==> config.mk <==
export PLATFORM = sky130hd
export DESIGN_NAME = pwm_capture_timer
export DESIGN_NICKNAME = d
export VERILOG_FILES = /design/src/rtl/pwm_capture_timer.sv
export SDC_FILE = /design/constraint.sdc
export NUM_CORES = 1
export LEC_CHECK = 0
export BUFFER_PORTS_ARGS = -buffer_cell sky130_fd_sc_hd__buf_2
export CAP_MARGIN = 20
export CORE_AREA = 3 3 92 94
export CTS_CLUSTER_SIZE = 20
export DETAILED_ROUTE_END_ITERATION = 12
export DIE_AREA = 0 0 95 97
export PLACE_DENSITY = 0.69
export SLEW_MARGIN = 20
export SYNTH_ARGS = -nofsm -noshare
export SYNTH_HDL_FRONTEND = slang
export SYNTH_SLANG_ARGS = --single-unit
==> constraint.sdc <==
create_clock -name clk -period 2.2 [get_ports clk]
set_clock_uncertainty 0.2 [all_clocks]
set_input_delay 0.22 -clock clk [delete_from_list [all_inputs] [get_ports clk]]
set_output_delay 0.22 -clock clk [all_outputs]
set_load 0.03 [all_outputs]
==> src/rtl/pwm_capture_timer.sv <==
`timescale 1ns/1ps
module pwm_capture_timer #(
  parameter int CNT_W       = 16,
  parameter int SYNC_STAGES = 2
) (
  input  logic             clk,
  input  logic             rst_n,
  input  logic [1:0]       cap_pin,
  input  logic             wr_en,
  input  logic [2:0]       wr_addr,
  input  logic [CNT_W-1:0] wr_data,
  input  logic [2:0]       rd_addr,
  output logic [CNT_W-1:0] rd_data,
  output logic [1:0]       irq
);
  localparam logic [2:0] A_CTRL = 3'd0, A_STAT = 3'd1, A_EVT = 3'd2,
                         A_CAP0 = 3'd3, A_CAP1 = 3'd4, A_CNT  = 3'd5;
  localparam int CTRL_W = 10;

  logic [CTRL_W-1:0] ctrl_q;
  logic [CNT_W-1:0]  cnt_q, cap0_q, cap1_q;
  logic [1:0] pin_sync, pin_prev, rise, fall;
  logic [1:0] cap_evt, gen_evt, clr_flag, clr_over, flag_q, over_q, ie;
  logic run, restart_en, cnt_wr;

  for (genvar p = 0; p < 2; p++) begin : g_sync
    logic [SYNC_STAGES-1:0] chain;
    always_ff @(posedge clk or negedge rst_n)
      if (!rst_n) chain <= '0;
      else        chain <= {chain[SYNC_STAGES-2:0], cap_pin[p]};
    assign pin_sync[p] = chain[SYNC_STAGES-1];
  end

  always_ff @(posedge clk or negedge rst_n)
    if (!rst_n) pin_prev <= '0;
    else        pin_prev <= pin_sync;

  assign rise = pin_sync & ~pin_prev;
  assign fall = ~pin_sync & pin_prev;

  assign run        = ctrl_q[0];
  assign restart_en = ctrl_q[1];
  assign ie         = ctrl_q[9:8];
  assign cnt_wr     = wr_en && wr_addr == A_CNT;

  for (genvar ch = 0; ch < 2; ch++) begin : g_chan
    localparam int OTH = 1 - ch;
    logic [1:0] src;
    logic       pol, sel_r, sel_f;
    assign src = ctrl_q[2+3*ch +: 2];
    assign pol = ctrl_q[4+3*ch];
    always_comb begin
      case (src)
        2'b01:   begin sel_r = rise[ch];  sel_f = fall[ch];  end
        2'b10:   begin sel_r = rise[OTH]; sel_f = fall[OTH]; end
        default: begin sel_r = 1'b0;      sel_f = 1'b0;      end
      endcase
    end
    assign cap_evt[ch]  = pol ? sel_f : sel_r;
    assign gen_evt[ch]  = wr_en && wr_addr == A_EVT  && wr_data[ch];
    assign clr_flag[ch] = wr_en && wr_addr == A_STAT && wr_data[ch];
    assign clr_over[ch] = wr_en && wr_addr == A_STAT && wr_data[2+ch];
  end

  always_ff @(posedge clk or negedge rst_n)
    if (!rst_n)                            ctrl_q <= '0;
    else if (wr_en && wr_addr == A_CTRL)   ctrl_q <= wr_data[CTRL_W-1:0];

  always_ff @(posedge clk or negedge rst_n)
    if (!rst_n) begin
      flag_q <= '0;
      over_q <= '0;
    end else begin
      for (int c = 0; c < 2; c++) begin
        flag_q[c] <= (flag_q[c] & ~clr_flag[c]) | cap_evt[c] | gen_evt[c];
        over_q[c] <= (over_q[c] & ~clr_over[c]) |
                     (cap_evt[c] & flag_q[c] & ~clr_flag[c]);
      end
    end

  always_ff @(posedge clk or negedge rst_n)
    if (!rst_n) begin
      cap0_q <= '0;
      cap1_q <= '0;
    end else begin
      if (cap_evt[0]) cap0_q <= cnt_q;
      if (cap_evt[1]) cap1_q <= cnt_q;
    end

  always_ff @(posedge clk or negedge rst_n)
    if (!rst_n)                         cnt_q <= '0;
    else if (cnt_wr)                    cnt_q <= wr_data;
    else if (restart_en && cap_evt[0])  cnt_q <= '0;
    else if (run)                       cnt_q <= cnt_q + 1'b1;

  always_comb begin
    rd_data = '0;
    case (rd_addr)
      A_CTRL:  rd_data[CTRL_W-1:0] = ctrl_q;
      A_STAT:  rd_data[3:0] = {over_q, flag_q};
      A_CAP0:  rd_data = cap0_q;
      A_CAP1:  rd_data = cap1_q;
      A_CNT:   rd_data = cnt_q;
      default: rd_data = '0;
    endcase
  end

  assign irq = flag_q & ie;
endmodule

==> impl_metrics.yaml, run 1 <==
worst_setup_path:
  ff2ff_path_depth: 7
  worstPathArrival_ns: 1.69
  r2r_end: "cap0_q[10]"
  r2r_start: "ctrl_q[2]"
  ff2ff_setup_slack_ns: 0.09
  cpPeakStageDelay_ns: 0.50
  worstPathRequired_ns: 1.78
  crit_type: "register to primary output"
  slowest_stage: "mux4_2"
  crit_path_start_kind: "register"
  crit_path_max_fanout: 10
  cp-end-kind: "primary output"
  path_cells: "mux4_2 -> o2bb2ai_1 -> buf_2"
layout:
  syn2layout_area_growth_pct: 25.6
  diodes: 0
  utilization_pct: 56.1
  final_nets: 434
  drive_gt1_share_pct: 31.9
  nFillCells: 656
placed_design:
  hpwl_mm: 5.54
  finalWeightedCongestion: 0.845
  io_buffers: 44
global_routing:
  grt_overflow: 0
  antenna_found_initial: 0
  grt_pass1_vias: 2683
  grt_pass1_wl_mm: 13.1
  grt_usage_pct: 18.5
  grt_max_degree: 69
pwr:
  p_seq_share_pct: 45.2
  switchingPower_mw: 1.50
  leakagePower_nw: 2.00
  pwr-share-clk_pct: 20.8
  power_density_nw_per_um2: 1040
  internal-power_mw: 3.00
  ir_drop_mv: 0.413
  comb_power_share_pct: 34.0
  p_sw_share_pct: 33.3
sta:
  finalSetupViolCount: 0
  relSlewSlack_pct: 73.5
  timing.final.crit_share_pct: 96.0
  fmax_mhz: 473
  worst_slew_pin_slew_ns: 0.396
  rsz0062_at_grt: "no"
  final-hold-violation-count: 0
  layout_min_cycle_time_ns: 2.11
  tns_ns: 0
  slew_viol_final: 0
clocking:
  cts.sinks: 68
  clkSlewWorstSetupHoldPaths_ns: 0.06
  ctsHtreeMaxLevel: 3
  insertion_delay_ns: 0.34
  cts_root_buf: "clkbuf_8"
  clockBufferDepth: 2
  cts_tree: "done"
  numCtsBuffers: 9
min_path:
  hold_class: "input port to register"
  hold_depth: 3
  hold_end: "flag_q[1]"
  min-delay-start: "wr_addr[1]"
logic_synthesis:
  synth_cell_types: 42
  syn_nets: 352
  yosysSeqAreaShare_pct: 49.3
  yosysMostFrequentCell: "dfrtp_1"
  synth_area_um2: 3450
  async_flop_share_pct: 100
  synth_top_area_share_pct: 49.3
  synth_area_leader_cell: "dfrtp_1"
  syn_area_per_cell_um2: 10.8
  synth_edf_count: 0
  synth_ff_type: "dfrtp_1"
  synthCells: 320
  synth_area_leaders: "dfrtp_1, mux2_2, nand2_1, o21ai_0, mux2i_1"
  ys_ff_latch: 68
  ys.warnings.count: 0
  synth_top_cells_by_count: "dfrtp_1, nand2_1, o21ai_0, mux2_2, mux2i_1"
outcome:
  status: "complete, no violations"
die:
  die_h_um: 97
  initial_core_util_pct: 44.7
  coreArea_um2: 7730
  io_pins: 45
  die_w_um: 95
  die_area_um2: 9220
  std_cell_rows: 32
route:
  drtAntennaViolNets: 0
  totalWireLength_mm: 8.10
  drc: 0
  first_iter_violations: 140
  viasPerCell: 5.25
  num_vias: 2671
  dr.pass1.iters: 4
  wl_per_cell_um: 15.9
flow_run:
  drv_cap: 0
## area by class of cell
class                   count  area (µm²)  area share [%]
clock buffers              15         176            4.07
multi-input cells         225        1630            37.6
flip-flops and latches     68        1700            39.3
clock inverters             1        5.00           0.115
repair buffers             88         654            15.1
well taps                 102         128            2.94
inverters                  10        37.5           0.866
## metal layers
layer	vias up	share of wire, %	GRT usage (%)
li1	1289	-	-
met1	1301	45	25.2
met2	63	48	28.0
met3	18	4.0	3.03
met4	0	3.0	9.54
met5	-	0	0
## flip-flops by register name, summed over array words and instances (netlist names)
name          flops
cnt_q            16
ctrl_q           10
g_sync.chain      4
pin_prev          2
cap0_q           16
cap1_q           16
flag_q            2
over_q            2
## worst max-delay path, delay by kind of cell, from the launching register on
kind / cells / cell delay [ns]
buffers and inverters: 1 / 0.20
AOI/OAI and AO/OA: 1 / 0.18
muxes: 1 / 0.50
DFF: 1 / 0.48
## metrics by stage
| step | hold WS (ns) | cells | worst slack, ns | total power, mW | area, µm² |
|---|---|---|---|---|---|
| detailed placement | 0.0749 | 470 | 0.0573 | 3.46 | 3890 |
| global placement | 0.0696 | 470 | 0.114 | 3.41 | 3890 |
| global route | 0.0630 | 509 | 0.00189 | 4.77 | 4340 |
| CTS | 0.0122 | 505 | 0.0331 | 4.44 | 4260 |
| finish | 0.0296 | 509 | 0.0878 | 4.49 | 4340 |
| floorplan | -0.276 | 320 | 0.158 | 2.99 | 3450 |
## power groups by stage
stage | combinational, mW | sequential (mW) | clock [mW]
detailed placement | 1.42 | 2.05 | 0
global placement | 1.38 | 2.02 | 0
finish | 1.53 | 2.03 | 0.936
floorplan | 1.05 | 1.94 | 0
global route | 1.68 | 2.09 | 0.994
CTS | 1.45 | 2.03 | 0.959
## cells by family (layout without fill, tap and decap cells)
group	Yosys count	count (layout)	synth area share, %
compound gates	60	60	10.0
buf+inv	27	114	3.84
xor+xnor	15	15	3.81
flops	68	68	49.3
mux	52	52	18.6
simple gates	93	93	12.7
fa+ha+maj	5	5	1.81
## worst max path at each step
stage | start | to | slack [ns]
final | cnt_q[2] | rd_data[2] | 0.09
after global routing | ctrl_q[2] | cap0_q[10] | 0.002
after CTS | ctrl_q[5] | cap1_q[0] | 0.03
after detailed placement | ctrl_q[5] | cap1_q[14] | 0.06
after global placement | ctrl_q[5] | cap1_q[14] | 0.11
after floorplan | ctrl_q[5] | cap1_q[10] | 0.16
## timing repair
| item | in CTS | in global routing |
|---|---|---|
| hold endpoints to repair | 98 | 0 |
| hold buffers | 19 | 0 |
| resized for setup | 0 | 12 |
| setup buffers | 0 | 2 |
| endpoints found under the setup margin | 0 | 24 |
## placed cells by master (no fill, tap or decap), types with 3 or more instances in the layout
cell type / n
dfrtp_1: 67
nand2_1: 55
buf_2: 43
o21ai_0: 39
mux2_2: 32
buf_4: 20
dlygate4sd3_1: 19
clkbuf_8: 12
mux2i_1: 10
inv_1: 9
xor2_1: 8
nor2_1: 7
nand3_1: 7
nand4_1: 7
xnor2_1: 7
a21oi_1: 6
mux2_4: 6
mux4_2: 4
ha_1: 4
a22o_1: 3
a22oi_1: 3
nor2b_1: 3
clkbuf_1: 3
buf_6: 3
(Power assumes the default switching activity.)
==> run 2, diff against run 1 <==
--- a/config.mk
+++ b/config.mk
@@ -7,11 +7,11 @@
 export LEC_CHECK = 0
 export BUFFER_PORTS_ARGS = -buffer_cell sky130_fd_sc_hd__buf_2
 export CAP_MARGIN = 20
-export CORE_AREA = 3 3 92 94
+export CORE_AREA = 3 3 97 99
 export CTS_CLUSTER_SIZE = 20
 export DETAILED_ROUTE_END_ITERATION = 12
-export DIE_AREA = 0 0 95 97
-export PLACE_DENSITY = 0.69
+export DIE_AREA = 0 0 100 102
+export PLACE_DENSITY = 0.63
 export SLEW_MARGIN = 20
 export SYNTH_ARGS = -nofsm -noshare
 export SYNTH_HDL_FRONTEND = slang
==> impl_metrics.yaml, run 2 (synthesized netlist as in run 1, its figures left out) <==
clocking:
  cts.sinks: 68
  clkSlewWorstSetupHoldPaths_ns: 0.07
  clockBufferDepth: 2
  insertion_delay_ns: 0.35
  ctsHtreeMaxLevel: 3
  cts_tree: "done"
  numCtsBuffers: 9
  cts_setup_buffers: 0
  cts_root_buf: "clkbuf_8"
route:
  viasPerCell: 5.20
  wl_per_cell_um: 16.1
  dr.pass1.iters: 4
  drc: 0
  num_vias: 2672
  first_iter_violations: 119
  drtAntennaViolNets: 0
  totalWireLength_mm: 8.28
sta:
  layout_min_cycle_time_ns: 2.13
  slew_viol_final: 0
  relSlewSlack_pct: 71.7
  rsz0062_at_grt: "no"
  fmax_mhz: 468
  finalSetupViolCount: 0
  timing.final.crit_share_pct: 97.0
  worst_slew_pin_slew_ns: 0.424
  final-hold-violation-count: 0
  setup_ws_ns: 0.0654
  tns_ns: 0
global_routing:
  globalRouteMet1Util_pct: 22.9
  grt_usage_pct: 16.8
  grt_overflow: 0
  grt_max_degree: 69
  grtUsageMet3_pct: 3.82
  grt.met2_usage_pct: 26.0
  grt_busiest_layer: "met2"
  grt_pass1_wl_mm: 13.1
  grt_pass1_vias: 2562
  antenna_found_initial: 0
die:
  std_cell_rows: 34
  die_h_um: 102
  coreArea_um2: 8640
  initial_core_util_pct: 40.0
  io_pins: 45
  die_w_um: 100
  die_area_um2: 10200
layout:
  final_cell_mix: "dfrtp_1, nand2_1, buf_2"
  design_area_um2: 4340
  reg.largest.list: "cap0_q x16, cap1_q x16, cnt_q x16"
  drive_gt1_share_pct: 31.8
  diodes: 0
  final_nets: 433
  syn2layout_area_growth_pct: 25.7
  final_common_cell: "dfrtp_1"
  nFillCells: 789
worst_setup_path:
  crit_path_start_kind: "register"
  ff2ff_path_depth: 7
  crit_path_max_fanout: 6
  crit_type: "register to primary output"
  cp-end-kind: "primary output"
  worstPathRequired_ns: 1.78
  worstPathArrival_ns: 1.71
flow_run:
  drv_cap: 0
placed_design:
  dpl_cell_area_um2: 3900
  pre_cts_slack_ns: 0.0742
  finalWeightedCongestion: 0.816
  io_buffers: 44
  hpwl_mm: 5.71
pwr:
  power_density_nw_per_um2: 1070
  leakagePower_nw: 1.99
  ir_drop_mv: 0.310
outcome:
  status: "complete, no violations"
min_path:
  hold_class: "input port to register"
  hold_depth: 3
==> run 2: cell count changes in the layout (fill, tap and decap cells not counted), sizes merged <==
cell	previous run	this run
clkbuf	16	10
clkinvlp	0	3
bufinv	0	2
==> run 2: worst max-delay path, cell delays in order (launching register included) <==
cell     delay, ns
dfrtp_1       0.38
buf_4         0.16
mux4_2        0.46
nand2_1       0.07
o21ai_0       0.10
buf_2         0.19
==> run 2: cell type report <==
type                    instances  area, µm²  share of cell area [%]
well taps                     108        135                    3.12
multi-input cells             225       1630                    37.5
clock inverters                 6       87.6                    2.02
clock buffers                  10        138                    3.17
inverters                      10       37.5                   0.865
flip-flops and latches         68       1700                    39.2
repair buffers                 87        611                    14.1
==> run 2: per-stage QoR <==
stage | cells | hold slack (ns) | util [%] | total power, mW
2_1_floorplan | 320 | -0.276 | - | 2.99
3_3_place_gp | 478 | 0.0688 | 45.1 | 3.41
3_5_place_dp | 478 | 0.0718 | 45.1 | 3.46
4_1_cts | 513 | 0.00517 | 49.9 | 4.66
5_1_grt | 514 | 0.0351 | 50.2 | 4.93
6_report | 514 | 0.0299 | 50.2 | 4.65
==> run 2: per-layer routing <==
layer	vias to the layer above	wire (µm)	part of all wire (%)
met4	0	109	1.3
met5	-	0	0
met1	1337	3860	47
li1	1281	-	-
met2	45	4010	48
met3	9	306	3.7
==> run 2: worst paths after layout <==
check | slack (ns) | endpoint | from
min | 0.03 | flag_q[1] | wr_addr[1]
min in group asynchronous | 0.22 | cap0_q[12] | rst_n
max | 0.07 | rd_data[0] | cnt_q[0]
min reg2reg | 0.15 | g_sync[0].chain[1] | g_sync[0].chain[0]
max reg2reg | 0.11 | cap1_q[6] | ctrl_q[5]
max in group asynchronous | 1.30 | cap1_q[3] | rst_n
==> run 2: power breakdown <==
group	switching, mW	internal (mW)	total, mW
sequential	0.343	1.68	2.02
combinational	0.703	0.771	1.47
clock	0.489	0.666	1.16
total	1.53	3.12	4.65
==> run 2: what timing repair did <==
item | in CTS | in global routing
endpoints found under the hold margin | 98 | 0
gates resized for setup | 0 | 6
hold buffers | 19 | 0
setup endpoints to repair | 0 | 17
